[src/rtl/esf_pkg.sv]
package esf_pkg;
  localparam int SF_FRAMES = 24;
  localparam int OCT_W     = 8;
  localparam int SIG_W     = 4;
  localparam int FRM_W     = $clog2(SF_FRAMES);
  localparam int CRC_W     = 6;
  localparam logic [CRC_W-1:0] CRC_POLY_LO = 6'b000011; // x^6 + x + 1

  // framing pattern bit for pattern slot k (frames 4,8,..,24)
  function automatic logic fas_bit(input logic [2:0] k);
    case (k)
      3'd2, 3'd4, 3'd5: fas_bit = 1'b1;
      default:          fas_bit = 1'b0;
    endcase
  endfunction
endpackage

[src/rtl/esf_seq.sv]
module esf_seq
  import esf_pkg::*;
#(
  parameter int NUM_CH = 24,
  localparam int CW = (NUM_CH > 1) ? $clog2(NUM_CH) : 1
) (
  input  logic             clk,
  input  logic             rst_n,
  output logic [FRM_W-1:0] frame_idx,
  output logic             fbit,
  output logic [CW-1:0]    chan_idx,
  output logic [2:0]       bit_idx,
  output logic             sf_end
);
  localparam logic [CW-1:0]    LAST_CH = CW'(NUM_CH - 1);
  localparam logic [FRM_W-1:0] LAST_FR = FRM_W'(SF_FRAMES - 1);

  always_ff @(posedge clk) begin
    if (!rst_n) begin
      frame_idx <= '0;
      fbit      <= 1'b1;
      chan_idx  <= '0;
      bit_idx   <= '0;
    end else if (fbit) begin
      fbit     <= 1'b0;
      chan_idx <= '0;
      bit_idx  <= '0;
    end else if (bit_idx == 3'd7) begin
      bit_idx <= '0;
      if (chan_idx == LAST_CH) begin
        chan_idx  <= '0;
        fbit      <= 1'b1;
        frame_idx <= (frame_idx == LAST_FR) ? '0 : frame_idx + 1'b1;
      end else begin
        chan_idx <= chan_idx + 1'b1;
      end
    end else begin
      bit_idx <= bit_idx + 1'b1;
    end
  end

  assign sf_end = !fbit && (bit_idx == 3'd7) && (chan_idx == LAST_CH) &&
                  (frame_idx == LAST_FR);
endmodule

[src/rtl/esf_crc6.sv]
module esf_crc6
  import esf_pkg::*;
(
  input  logic             clk,
  input  logic             rst_n,
  input  logic             bit_in,
  input  logic             block_end,
  output logic [CRC_W-1:0] rem_next
);
  logic [CRC_W-1:0] crc_q;

  assign rem_next = {crc_q[CRC_W-2:0], 1'b0} ^
                    ({CRC_W{bit_in ^ crc_q[CRC_W-1]}} & CRC_POLY_LO);

  always_ff @(posedge clk) begin
    if (!rst_n || block_end) crc_q <= '0;
    else                     crc_q <= rem_next;
  end
endmodule

[src/rtl/esf_fsel.sv]
module esf_fsel
  import esf_pkg::*;
(
  input  logic [FRM_W-1:0] frame_idx,
  input  logic [CRC_W-1:0] cb_hold,
  input  logic             dl_val,
  output logic             f_val
);
  logic [2:0] slot;
  assign slot = frame_idx[FRM_W-1:2];

  always_comb begin
    if (!frame_idx[0])           f_val = dl_val;              // odd frame number
    else if (frame_idx[1] == 1'b0) f_val = cb_hold[3'd5 - slot]; // frames 2,6,..,22
    else                         f_val = fas_bit(slot);       // frames 4,8,..,24
  end
endmodule

[src/rtl/esf_tx_framer.sv]
module esf_tx_framer
  import esf_pkg::*;
#(
  parameter int NUM_CH = 24
) (
  input  logic             clk,
  input  logic             rst_n,
  input  logic             ch_valid,
  output logic             ch_ready,
  input  logic [OCT_W-1:0] ch_octet,
  input  logic [SIG_W-1:0] ch_sig,
  input  logic             dl_valid,
  output logic             dl_ready,
  input  logic             dl_bit,
  output logic             tx_data,
  output logic             tx_fsync,
  output logic             tx_sfsync
);
  localparam int CW = (NUM_CH > 1) ? $clog2(NUM_CH) : 1;

  logic [FRM_W-1:0] frame_idx;
  logic             fbit, sf_end;
  logic [CW-1:0]    chan_idx;
  logic [2:0]       bit_idx;

  esf_seq #(.NUM_CH(NUM_CH)) u_seq (
    .clk(clk), .rst_n(rst_n), .frame_idx(frame_idx), .fbit(fbit),
    .chan_idx(chan_idx), .bit_idx(bit_idx), .sf_end(sf_end)
  );

  // channel capture
  logic [OCT_W-1:0] oct_q, cur_oct;
  logic [SIG_W-1:0] sig_q, cur_sig;

  assign ch_ready = !fbit && (bit_idx == 3'd0);
  assign dl_ready = fbit && !frame_idx[0];

  always_comb begin
    if (ch_ready) begin
      cur_oct = ch_valid ? ch_octet : '1;
      cur_sig = ch_valid ? ch_sig   : '1;
    end else begin
      cur_oct = oct_q;
      cur_sig = sig_q;
    end
  end

  always_ff @(posedge clk) begin
    if (!rst_n) begin
      oct_q <= '1;
      sig_q <= '1;
    end else if (ch_ready) begin
      oct_q <= cur_oct;
      sig_q <= cur_sig;
    end
  end

  // robbed-bit signaling
  logic       sig_frame;
  logic [1:0] letter;
  always_comb begin
    sig_frame = 1'b1;
    case (frame_idx)
      FRM_W'(5):  letter = 2'd0;
      FRM_W'(11): letter = 2'd1;
      FRM_W'(17): letter = 2'd2;
      FRM_W'(23): letter = 2'd3;
      default: begin
        letter    = 2'd0;
        sig_frame = 1'b0;
      end
    endcase
  end

  logic payload_bit;
  assign payload_bit = (sig_frame && bit_idx == 3'd7) ? cur_sig[2'd3 - letter]
                                                      : cur_oct[3'd7 - bit_idx];

  // framing bit and CRC
  logic [CRC_W-1:0] cb_hold, rem_next;
  logic             f_val, dl_val, line_bit;

  assign dl_val = dl_valid ? dl_bit : 1'b1;

  esf_fsel u_fsel (
    .frame_idx(frame_idx), .cb_hold(cb_hold), .dl_val(dl_val), .f_val(f_val)
  );

  assign line_bit = fbit ? f_val : payload_bit;

  esf_crc6 u_crc (
    .clk(clk), .rst_n(rst_n), .bit_in(fbit | line_bit),
    .block_end(sf_end), .rem_next(rem_next)
  );

  always_ff @(posedge clk) begin
    if (!rst_n)      cb_hold <= '0;
    else if (sf_end) cb_hold <= rem_next;
  end

  always_ff @(posedge clk) begin
    if (!rst_n) begin
      tx_data   <= 1'b0;
      tx_fsync  <= 1'b0;
      tx_sfsync <= 1'b0;
    end else begin
      tx_data   <= line_bit;
      tx_fsync  <= fbit;
      tx_sfsync <= fbit && (frame_idx == '0);
    end
  end
endmodule

[config.mk]
export PLATFORM = sky130hd
export DESIGN_NAME = esf_tx_framer
export DESIGN_NICKNAME = d
export VERILOG_FILES = /design/src/rtl/esf_pkg.sv /design/src/rtl/esf_seq.sv /design/src/rtl/esf_crc6.sv /design/src/rtl/esf_fsel.sv /design/src/rtl/esf_tx_framer.sv
export SDC_FILE = /design/constraint.sdc
export NUM_CORES = 1
export LEC_CHECK = 0
export BUFFER_PORTS_ARGS = -buffer_cell sky130_fd_sc_hd__buf_2
export CAP_MARGIN = 10
export CORE_MARGIN = 2
export CORE_UTILIZATION = 36
export CTS_CLUSTER_DIAMETER = 40
export DETAILED_ROUTE_END_ITERATION = 12
export PLACE_DENSITY = 0.56
export REMOVE_ABC_BUFFERS = 1
export SLEW_MARGIN = 20
export SYNTH_ARGS = -nofsm -noshare
export SYNTH_HDL_FRONTEND = slang
export SYNTH_SLANG_ARGS = --single-unit
[constraint.sdc]
create_clock -name clk -period 2.9 [get_ports clk]
set_input_delay 0.29 -clock clk [delete_from_list [all_inputs] [get_ports clk]]
set_output_delay 0.29 -clock clk [all_outputs]
set_load 0.02 [all_outputs]
* After elaboration in Yosys (flattened, before gate mapping)
Index checks and enable logic that the tools add are counted.
Operators by class: add/sub/neg operators 6, magnitude comparators 3, equality and inequality tests 9, mux-type cells 23, bitwise logic cells 5, reductions and logical operators 18
Operator list (count):
- $mux W8 | 2
- $eq A5 B5 Y1 const B | 3
- $mux W1 | 13
- $add A5 B1 Y5 const B | 2
- $mux W5 | 2
- $eq A3 B3 Y1 const B | 3
- $lt A3 B4 Y1 const B | 2
- $mux W4 | 2
- $logic_and A1 B1 Y1 | 7
- $bmux W1 S3 | 2
- $pmux W2 S3 | 1
- $reduce_or A3 Y1 | 2
- $sub A3 B3 Y3 const A | 2
- $xor A6 B2 Y6 | 1
- $eq A5 B3 Y1 const B | 1
- $eq A5 B4 Y1 const B | 1
- $logic_not A5 Y1 | 1
- $reduce_or A4 Y1 | 1
- $add A3 B1 Y3 const B | 1
- $eq A3 B2 Y1 const B | 1
- $logic_not A1 Y1 | 3
- $logic_not A3 Y1 | 1
- $lt A2 B3 Y1 const B | 1
- $reduce_and A3 Y1 | 1
- 7 further kinds | 8
Word-level totals: flip-flop bits (word level) 41, input port bits 17, output and inout bits 5, word-level logic and storage cells 75

* Logic depth before layout (Yosys ltp)
Gate-level depths: netlist of run 1.
depth in word-level cells 10, depth in mapped cells 11, depth with buffers taken out 9

* Hierarchy
Synthesis of run 1 repeated with hierarchy kept, for this count alone.
Unflattened totals: cells, all modules 223, area, all modules 2033.2 um^2
Modules (own cells, without submodules):
- esf_tx_framer | instances 1, cells each 114, area an instance 1012.2 um^2, seq. area each 400.4 um^2
- esf_seq | instances 1, cells each 71, area an instance 654.4 um^2, seq. area each 280.3 um^2
- esf_crc6 | instances 1, cells each 22, area an instance 234.0 um^2, seq. area each 120.1 um^2
- esf_fsel | instances 1, cells each 16, area an instance 132.6 um^2, seq. area each 0.0 um^2

* Least setup slack after synthesis of run 1
Ideal clock, no wire load.
path kind reg2reg, start register u_seq.bit_idx[0], end register cb_hold[1], library setup time 0.117 ns, data arrival time 2.108 ns, data required time 2.783 ns, setup slack 0.675 ns, stages on the path, launching flop included 12, buffers on the path 2, clock period less this slack 2.225 ns, cell sequence dfxtp_1 -> clkbuf_1 -> inv_1 -> ha_1 -> nor3b_2 -> buf_6 -> mux2i_1 -> o22ai_1 -> o31ai_1 -> a32oi_2 -> xnor2_1 -> a22o_1
On the way: cells in the longest elaborated chain, start to end 10, elaborated cells on any way between the ends 19, those cells by class 1 x add/sub; 1 x eq/ne; 8 x mux; 3 x bitwise; 6 x reduce/logical
RTL lines:
- start: declaration | RTL line esf_seq.sv:12 | output logic [2:0] bit_idx,
- start signal: assignment | RTL line esf_seq.sv:38 | bit_idx <= bit_idx + 1'b1;
- parallel branches: the longest is 10 deep, another holds $sub A3 B3 Y3
- end signal: assignment | RTL line esf_tx_framer.sv:98 | else if (sf_end) cb_hold <= rem_next;
- end: declaration | RTL line esf_tx_framer.sv:80 | logic [CRC_W-1:0] cb_hold, rem_next;
Several ways; the timed one is not identified. The select of a mux whose other input is x is not followed. A chain may end at the register's enable or synchronous reset.

* Worst setup path after layout of run 1
start register u_seq.bit_idx[1], end register cb_hold[1]
The elaborated chain is that of the path after synthesis.

==> summary.md, run 1 <==
| Metric | Value |
|---|---|
| Global-route wire length before repair | 6.48 mm |
| Data arrival time of the worst path | 2620 ps |
| Die Y | 77.8 um |
| Total power of the final layout | 1.04 mW |
| Routed len/inst | 12.3 um |
| Setup-violating endpoint count in the final report | 0 |
| Number of enable flip-flop cells after synthesis | 0 |
| Signed area change from the synthesized netlist to the final layout | 12.2% |
| Number of buffers added on ports | 21 |
| Hold Path Cell Cnt | 4 |
| Gate power share | 8.8% |
| Clock share of power | 34.6% |
| Worst slew pin tran | 666 ps |
| Number of buffers inserted by hold repair at cts | 0 |
| Horizontal die dimension | 77.8 um |
| Switching power as a share of total power | 24.0% |
| VDD IR-drop max | 258 uV |
| Area of combinational cells with multiple inputs | 0.00105 sq mm |
| Length in cells of the worst reg-to-reg path | 10 |
| Commonest cells post-synth | sky130_fd_sc_hd__dfxtp_1 (41), sky130_fd_sc_hd__nand2_1 (24), sky130_fd_sc_hd__nor2_1 (10), sky130_fd_sc_hd__o21ai_0 (10) |
| Data required time of the worst path | 3090 ps |
| Net total in the final layout | 255 |
| Sequence of cells on the critical path | inv_1 -> ha_1 -> nor3b_2 -> buf_4 -> mux2i_1 -> o22ai_1 -> o31ai_1 -> a32oi_2 -> xnor2_1 -> a22o_1 |
| Top delay family on crit path | compound AO/OA/AOI/OAI gates |
| Maximum number of buffers from clock root to sink | 2 |
| Post-CTS sizing | 0 |
| Detail-routed via count per cell | 4.79 |
| Area leader, netlist | sky130_fd_sc_hd__dfxtp_1 |
| Most frequently used cell type in the post-synthesis netlist | sky130_fd_sc_hd__dfxtp_1 |
| Cell area after layout | 0.00220 sq mm |
| Clk_lat worst skew | 290 ps |
| Top flip-flop cell by instance count after synthesis | sky130_fd_sc_hd__dfxtp_1 |
| Routed vias | 1442 |
| Setup repair after global routing missed its margin | false |
| Cell types occupying the most area after synthesis | sky130_fd_sc_hd__dfxtp_1 (42%), sky130_fd_sc_hd__ha_1 (5.1%), sky130_fd_sc_hd__nand2_1 (4.6%) |
| Residual antenna-violating net count after detailed routing | 0 |
| Headroom to the max-slew limit | 55.5% |
| Effective utilization at floorplan | 37.9% |
| Number of primary I/O pins | 22 |
| Antenna violations before repair | 0 |
| Leakage power summed over all cells | 0.834 nW |
| Kind of launch point of the worst setup path | register |
| First drt pass iteration count | 4 |
| Placer congestion estimate | 0.705 |
| Clock slew seen by the registers of the worst setup and hold paths | 70 ps |
| Remaining Overflow, GRT | 0 |
| Number of buffers created by CTS | 5 |
| TritonCTS clock tree | built |
| Int Power | 788 uW |
| Worst Skew | 1.38 ps |
| Count of buffering cells on the critical path with inverters included | 2 |
| Post-route fraction of the period consumed by the critical path | 83.8% |
| Number of synthesized register bits | 41 |
| Reg power frac | 56.6% |
| Setup Total Neg Slack | 0 ps |
| Sinks on the clock net | 41 |
| CTS root buffer | sky130_fd_sc_hd__clkbuf_8 |
| Total number of cells along the worst setup path | 10 |
| Maximum clock frequency | 0.412 GHz |
| Placed cell count | 293 |
| Synth async-reset ratio | 0% |
| Post CTS Setup Buffer Count | 0 |
| # fillers | 541 |
| Hold/Removal Path Class | input pin to register |
| Synth cell types | 41 |
| Die area | 0.00605 sq mm |
| Total detailed-routing wirelength | 3.71 mm |
| Vias in the first global route | 1431 |
| Number of warnings printed during yosys synthesis | 0 |
| Post-Synthesis Cells | 211 |
| Status | finished, final reports clean |
| Global routing usage summed across all routing layers | 13.3% |
| Post-synthesis instance area | 0.00196 sq mm |
| Max-slew violation count | 0 |
| Fraction of synthesized cell area taken by the top area cell type | 41.9% |
| Seq. cell area | 821 sq um |
| Final-report hold violation count | 0 |
| Share of cells above drive strength 1 | 17.3% |
| Count of antenna diodes in the layout | 0 |
| Standard cell area after detailed placement | 0.00212 sq mm |
| Share of synthesized area occupied by flip-flops and latches | 41.9% |
| CP Class | register to register |
| Max-capacitance violation count | 0 |
| Largest stage delay on the critical path | 370 ps |
| Cell Count, Final, Fillers Out | 301 |
| Average instance area after synthesis | 9.29 sq um |
| CP max FO | 20 |
| Dpl hpwl | 2.68 mm |
| Library cell contributing the largest single delay on the critical path | sky130_fd_sc_hd__dfxtp_1 |
| Critical Path End Type | register |
| Count of routing violations after the opening detailed-route iteration | 70 |
| Num rows | 26 |
| Total power per unit cell area | 472 mW/mm^2 |
| Placeable core region | 0.00517 sq mm |
| Deepest level of the CTS H-tree | 2 |
| Switching power total | 249 uW |
| Pin count of the biggest net entering global routing | 25 |
| Final critical delay including setup and external delays | 2430 ps |
| DRC violation count after routing | 0 |
-- routing by layer --
metal  part of all wire (%)  GRT usage (%)  vias to the layer above
li1                       -              -                      769
met1                     53           17.6                      642
met2                     41           20.6                       26
met3                    4.8           4.30                        5
met4                   0.97           3.75                        0
met5                      0              0                        -
-- placed cells by master, fill, tap and decap left out, types with 2 or more instances in the layout --
master                      n
sky130_fd_sc_hd__a21boi_0   2
sky130_fd_sc_hd__a21oi_1    4
sky130_fd_sc_hd__a22o_1     5
sky130_fd_sc_hd__and2_1     8
sky130_fd_sc_hd__and3_1     3
sky130_fd_sc_hd__and4_1     2
sky130_fd_sc_hd__buf_2     21
sky130_fd_sc_hd__buf_4      2
sky130_fd_sc_hd__clkbuf_8   5
sky130_fd_sc_hd__clkinv_2   2
sky130_fd_sc_hd__dfxtp_1   41
sky130_fd_sc_hd__ha_1       8
sky130_fd_sc_hd__inv_1      9
sky130_fd_sc_hd__mux2_2     5
sky130_fd_sc_hd__mux2i_1    8
sky130_fd_sc_hd__nand2_1   24
sky130_fd_sc_hd__nand2b_1   9
sky130_fd_sc_hd__nand3_1    4
sky130_fd_sc_hd__nand3b_1   5
sky130_fd_sc_hd__nand4_1    4
sky130_fd_sc_hd__nor2_1    10
sky130_fd_sc_hd__nor2b_1    6
sky130_fd_sc_hd__nor3_1     3
sky130_fd_sc_hd__nor3b_1    5
sky130_fd_sc_hd__o21ai_0   10
sky130_fd_sc_hd__o22ai_1    2
sky130_fd_sc_hd__o31ai_1    4
sky130_fd_sc_hd__xnor2_1    5
sky130_fd_sc_hd__xor2_1     2
-- worst min-delay path, delay by kind of cell --
| kind | cells | cell delay [ps] |
|---|---|---|
| compound gates | 1 | 70 |
| simple gates | 2 | 140 |
| buf+inv | 1 | 70 |
-- stage by stage --
| step | utilization, % | hold slack (ps) | setup WS [ps] |
|---|---|---|---|
| floorplan | - | 352 | 68.7 |
| global placement | 40.9 | 440 | 529 |
| detailed placement | 40.9 | 443 | 451 |
| CTS | 42.5 | 309 | 446 |
| global route | 42.5 | 315 | 210 |
| finish | 42.5 | 313 | 471 |
-- power groups by stage --
stage / Sequential [mW] / Clock [mW] / Combinational, mW
floorplan: 0.603 / 0 / 0.0535
global placement: 0.601 / 0 / 0.0923
detailed placement: 0.600 / 0 / 0.0921
CTS: 0.587 / 0.369 / 0.0926
global route: 0.590 / 0.396 / 0.103
finish: 0.587 / 0.358 / 0.0915
-- kinds of logic (layout without fill, tap and decap cells) --
kind of cell	after synthesis	count (layout)	synth area share, %
AO/OA/AOI/OAI	33	33	11.9
XOR/XNOR	7	7	3.13
flip-flops	41	41	41.9
buffers and inverters	20	40	4.34
multiplexers	15	15	8.68
adder cells (fa/ha/maj)	8	8	5.11
AND/OR/NAND/NOR	87	87	25.0
-- worst paths after layout --
kind / startpoint / to / slack (ps)
hold reg to reg: u_crc.crc_q[2]$_SDFF_PP0_ / u_crc.crc_q[3]$_SDFF_PP0_ / 460
setup / recovery: u_seq.bit_idx[1]$_SDFF_PP0_ / cb_hold[1]$_SDFFE_PN0P_ / 470
setup reg to reg: u_seq.bit_idx[1]$_SDFF_PP0_ / cb_hold[1]$_SDFFE_PN0P_ / 470
hold / removal: ch_octet[0] / oct_q[0]$_SDFFE_PN1N_ / 310
-- area by class of cell --
type | count | share of cell area (%)
Inverter | 9 | 1.54
Tap cell | 70 | 3.98
Multi-Input combinational cell | 150 | 48.0
Clock buffer | 6 | 3.30
Sequential cell | 41 | 37.3
Timing Repair Buffer | 23 | 5.46
Clock inverter | 2 | 0.455
-- state kept, by name, indices dropped and copies added, names as in the netlist --
| register | flops |
|---|---|
| tx_data | 1 |
| u_crc.crc_q | 6 |
| tx_fsync | 1 |
| u_seq.bit_idx | 3 |
| u_seq.chan_idx | 5 |
| u_seq.frame_idx | 5 |
| oct_q | 8 |
| sig_q | 4 |
| cb_hold | 6 |
| tx_sfsync | 1 |
| u_seq.fbit | 1 |
No activity file was read; power rests on OpenSTA's default activity.
==> run 2, diff against run 1 <==
ABC_AREA = 1   (was unset)
clock period = 2.5 ns   (was 2.9 ns; I/O delays follow)
==> summary.md, run 2 <==
| Metric | Value |
|---|---|
| Share of cells above drive strength 1 | 17.6% (+0.29 points) |
| Horizontal die dimension | 79.4 um (+2.0%) |
| Most numerous cell on the critical path | sky130_fd_sc_hd__nand3_1 |
| Gate power share | 9.6% (+0.8 points) |
| Setup Total Neg Slack | 0 ps (unchanged) |
| Library cell contributing the largest single delay on the critical path | sky130_fd_sc_hd__dfxtp_1 |
| Worst Skew | 8.11 ps (+6.73 ps) |
| Number of buffers created by CTS | 5 (unchanged) |
| Synth cell types | 33 (-20%) |
| Final critical delay including setup and external delays | 2120 ps (-306 ps) |
| Top flip-flop cell by instance count after synthesis | sky130_fd_sc_hd__dfxtp_1 |
| Count of routing violations after the opening detailed-route iteration | 142 (+100%) |
| Max-slew violation count | 0 (unchanged) |
| Most frequent standard cell in the layout excluding fill and tap cells | sky130_fd_sc_hd__nand2_1 |
| Routed vias | 1758 (+22%) |
| Synth async-reset ratio | 0% (unchanged) |
| Cell types occupying the most area after synthesis | sky130_fd_sc_hd__dfxtp_1 (40%), sky130_fd_sc_hd__nand2_1 (11%), sky130_fd_sc_hd__nand3_1 (9.3%) |
| Standard cell area after detailed placement | 0.00221 sq mm (+4.3%) |
| Antenna violations before repair | 0 (unchanged) |
| CP Class | register to register |
| CTS root buffer | sky130_fd_sc_hd__clkbuf_8 |
| Number of enable flip-flop cells after synthesis | 0 (unchanged) |
| DRC violation count after routing | 0 (unchanged) |
| Detail-routed via count per cell | 4.71 (-1.6%) |
| Cell area after layout | 0.00234 sq mm (+6.4%) |
| Dpl hpwl | 3.11 mm (+16%) |
| Pin count of the biggest net entering global routing | 20 (-20%) |
| Clock share of power | 43.4% (+8.8 points) |
| Leading cell types in the layout, fill and taps excluded | sky130_fd_sc_hd__nand2_1 (61), sky130_fd_sc_hd__dfxtp_1 (41), sky130_fd_sc_hd__inv_1 (40) |
| Number of buffers added on ports | 21 (unchanged) |
| Die Y | 79.4 um (+2.0%) |
| Average instance area after synthesis | 7.41 sq um (-20%) |
| Number of primary I/O pins | 22 (unchanged) |
| Status | finished, final reports clean |
| Number of warnings printed during yosys synthesis | 0 (unchanged) |
| Register with the highest flop count | oct_q |
| Leakage power summed over all cells | 1.08 nW (+30%) |
| Effective utilization at floorplan | 37.2% (-0.75 points) |
| Setup repair after global routing missed its margin | false |
| Most frequently used cell type in the post-synthesis netlist | sky130_fd_sc_hd__nand2_1 |
| Fraction of synthesized cell area taken by the top area cell type | 40.1% (-1.7 points) |
| Registers with the most flip-flops | oct_q: 8 flops, cb_hold: 6 flops, u_crc.crc_q: 6 flops |
| Count of buffering cells on the critical path with inverters included | 2 (unchanged) |
| Headroom to the max-slew limit | 69.6% (+14 points) |
| Total power per unit cell area | 626 mW/mm^2 (+33%) |
| Data required time of the worst path | 2700 ps (-390 ps) |
| Clk_lat worst skew | 300 ps (about the same) |
| Max-capacitance violation count | 0 (unchanged) |
| Hold/Removal Path Class | input pin to register |
| Reg power frac | 47.0% (-9.6 points) |
| Number of buffers inserted by hold repair at cts | 0 (unchanged) |
| Final-report hold violation count | 0 (unchanged) |
| CP max FO | 7 (-65%) |
| Clock slew seen by the registers of the worst setup and hold paths | 80 ps (about the same) |
| Die area | 0.00630 sq mm (+4.1%) |
| Data arrival time of the worst path | 2320 ps (-300 ps) |
| Deepest level of the CTS H-tree | 2 (unchanged) |
| Signed area change from the synthesized netlist to the final layout | 14.4% |
| Worst slew pin tran | 456 ps (-210 ps) |
| Int Power | 1.12 mW (+43%) |
| Count of antenna diodes in the layout | 0 (unchanged) |
| Remaining Overflow, GRT | 0 (unchanged) |
| Commonest cells post-synth | sky130_fd_sc_hd__nand2_1 (61), sky130_fd_sc_hd__dfxtp_1 (41), sky130_fd_sc_hd__inv_1 (40) |
| VDD IR-drop max | 368 uV (+43%) |
| Net total in the final layout | 325 (+27%) |
| Switching power as a share of total power | 23.3% (-0.71 points) |
| Largest stage delay on the critical path | 370 ps (about the same) |
| Post-Synthesis Cells | 276 (+31%) |
| Num rows | 27 (+3.8%) |
| Routed len/inst | 11.2 um (-9.1%) |
| Maximum number of buffers from clock root to sink | 2 (unchanged) |
| Switching power total | 342 uW (+37%) |
| Number of synthesized register bits | 41 (unchanged) |
| Sequence of cells on the critical path | inv_1 -> ha_1 -> inv_1 -> nor2_2 -> nand3_1 -> nand3_1 -> nand3_1 -> nand3_1 -> nand3_2 -> nand3_1 -> nand3_2 -> nand2_1 -> nor2_2 |
| TritonCTS clock tree | built |
| Global routing usage summed across all routing layers | 15.0% (+1.7 points) |
| Setup-violating endpoint count in the final report | 0 (unchanged) |
| Post-CTS sizing | 0 (unchanged) |
| Global-route wire length before repair | 7.42 mm (+14%) |
| Total detailed-routing wirelength | 4.18 mm (+13%) |
| Sinks on the clock net | 41 (unchanged) |
| Post-route fraction of the period consumed by the critical path | 84.9% (+1.2 points) |
| Area leader, netlist | sky130_fd_sc_hd__dfxtp_1 |
| First drt pass iteration count | 4 (unchanged) |
| Post CTS Setup Buffer Count | 0 (unchanged) |
| Kind of launch point of the worst setup path | register |
| Critical Path End Type | register |
| Placeable core region | 0.00551 sq mm (+6.5%) |
| Share of synthesized area occupied by flip-flops and latches | 40.1% (-1.7 points) |
| Flip-flop count of the largest register, all copies and words added | 8 (unchanged) |
| Post-synthesis instance area | 0.00205 sq mm (+4.3%) |
| Residual antenna-violating net count after detailed routing | 0 (unchanged) |
| Placer congestion estimate | 0.825 (+17%) |
| Top delay family on crit path | simple AND/OR/NAND/NOR gates |
| Vias in the first global route | 1668 (+17%) |
| Maximum clock frequency | 0.471 GHz (+14%) |
[run 2: changes by cell type after synthesis, moves of 9 or more]
cell | before | now
sky130_fd_sc_hd__nand3_1 | 4 | 38
sky130_fd_sc_hd__inv_1 | 9 | 40
sky130_fd_sc_hd__nand2_1 | 24 | 61
sky130_fd_sc_hd__nor2_1 | 10 | 21
sky130_fd_sc_hd__nand2b_1 | 9 | 0
[run 2: area by class of cell]
class / count / area (sq um)
Multi-Input combinational cell: 185 / 1010
Sequential cell: 41 / 821
Clock inverter: 3 / 65.1
Clock buffer: 5 / 68.8
Fill cell: 573 / 3170
Tap cell: 72 / 90.1
Timing Repair Buffer: 22 / 113
Inverter: 45 / 176
[run 2: power by group through the flow]
stage / clock network (mW) / logic (mW) / registers, mW
4_1_cts: 0.654 / 0.141 / 0.689
6_report: 0.636 / 0.140 / 0.689
5_1_grt: 0.681 / 0.160 / 0.693
3_5_place_dp: 0 / 0.140 / 0.704
3_3_place_gp: 0 / 0.141 / 0.704
2_1_floorplan: 0 / 0.0927 / 0.706
[run 2: kinds of logic after synthesis]
group / Yosys count / share of synthesized area, %
xor+xnor: 3 / 1.28
buf+inv: 50 / 10.6
simple gates: 143 / 33.1
flops: 41 / 40.1
compound gates: 31 / 9.91
fa+ha+maj: 8 / 4.89
[run 2: routing by layer]
layer  GRT usage (%)  part of all wire, %  routed length (um)
met5               0                    0                   0
met4            7.76                  2.0                  84
met3            2.94                  3.8                 160
met2            22.7                   42                1770
met1            20.1                   52                2160
[run 2: path summary, 6_finish.rpt]
| kind | startpoint | endpoint | slack (ps) | cells after the start |
|---|---|---|---|---|
| max | u_seq.bit_idx[0]$_SDFF_PP0_ | u_crc.crc_q[1]$_SDFF_PP0_ | 380 | 13 |
| min | ch_octet[6] | oct_q[6]$_SDFFE_PN1N_ | 240 | 3 |
| max reg2reg | u_seq.bit_idx[0]$_SDFF_PP0_ | u_crc.crc_q[1]$_SDFF_PP0_ | 380 | 13 |
| min reg2reg | u_crc.crc_q[2]$_SDFF_PP0_ | u_crc.crc_q[3]$_SDFF_PP0_ | 440 | 2 |
[run 2: worst register-to-register path: cells and delay by family (launching register included)]
family / cells / cell delay [ps]
flops: 1 / 370
simple gates: 10 / 1190
fa+ha+maj: 1 / 230
buf+inv: 2 / 230
[run 2: through the flow]
| stage | std cells | setup WS, ps | power (mW) | util [%] | hold WS [ps] |
|---|---|---|---|---|---|
| after floorplan | 271 | 628 | 0.799 | - | 319 |
| after global placement | 365 | 374 | 0.845 | 40.1 | 427 |
| after detailed placement | 365 | 373 | 0.845 | 40.1 | 428 |
| after CTS | 373 | 366 | 1.48 | 42.5 | 237 |
| after global routing | 373 | 140 | 1.53 | 42.5 | 268 |
| final | 373 | 377 | 1.47 | 42.5 | 240 |
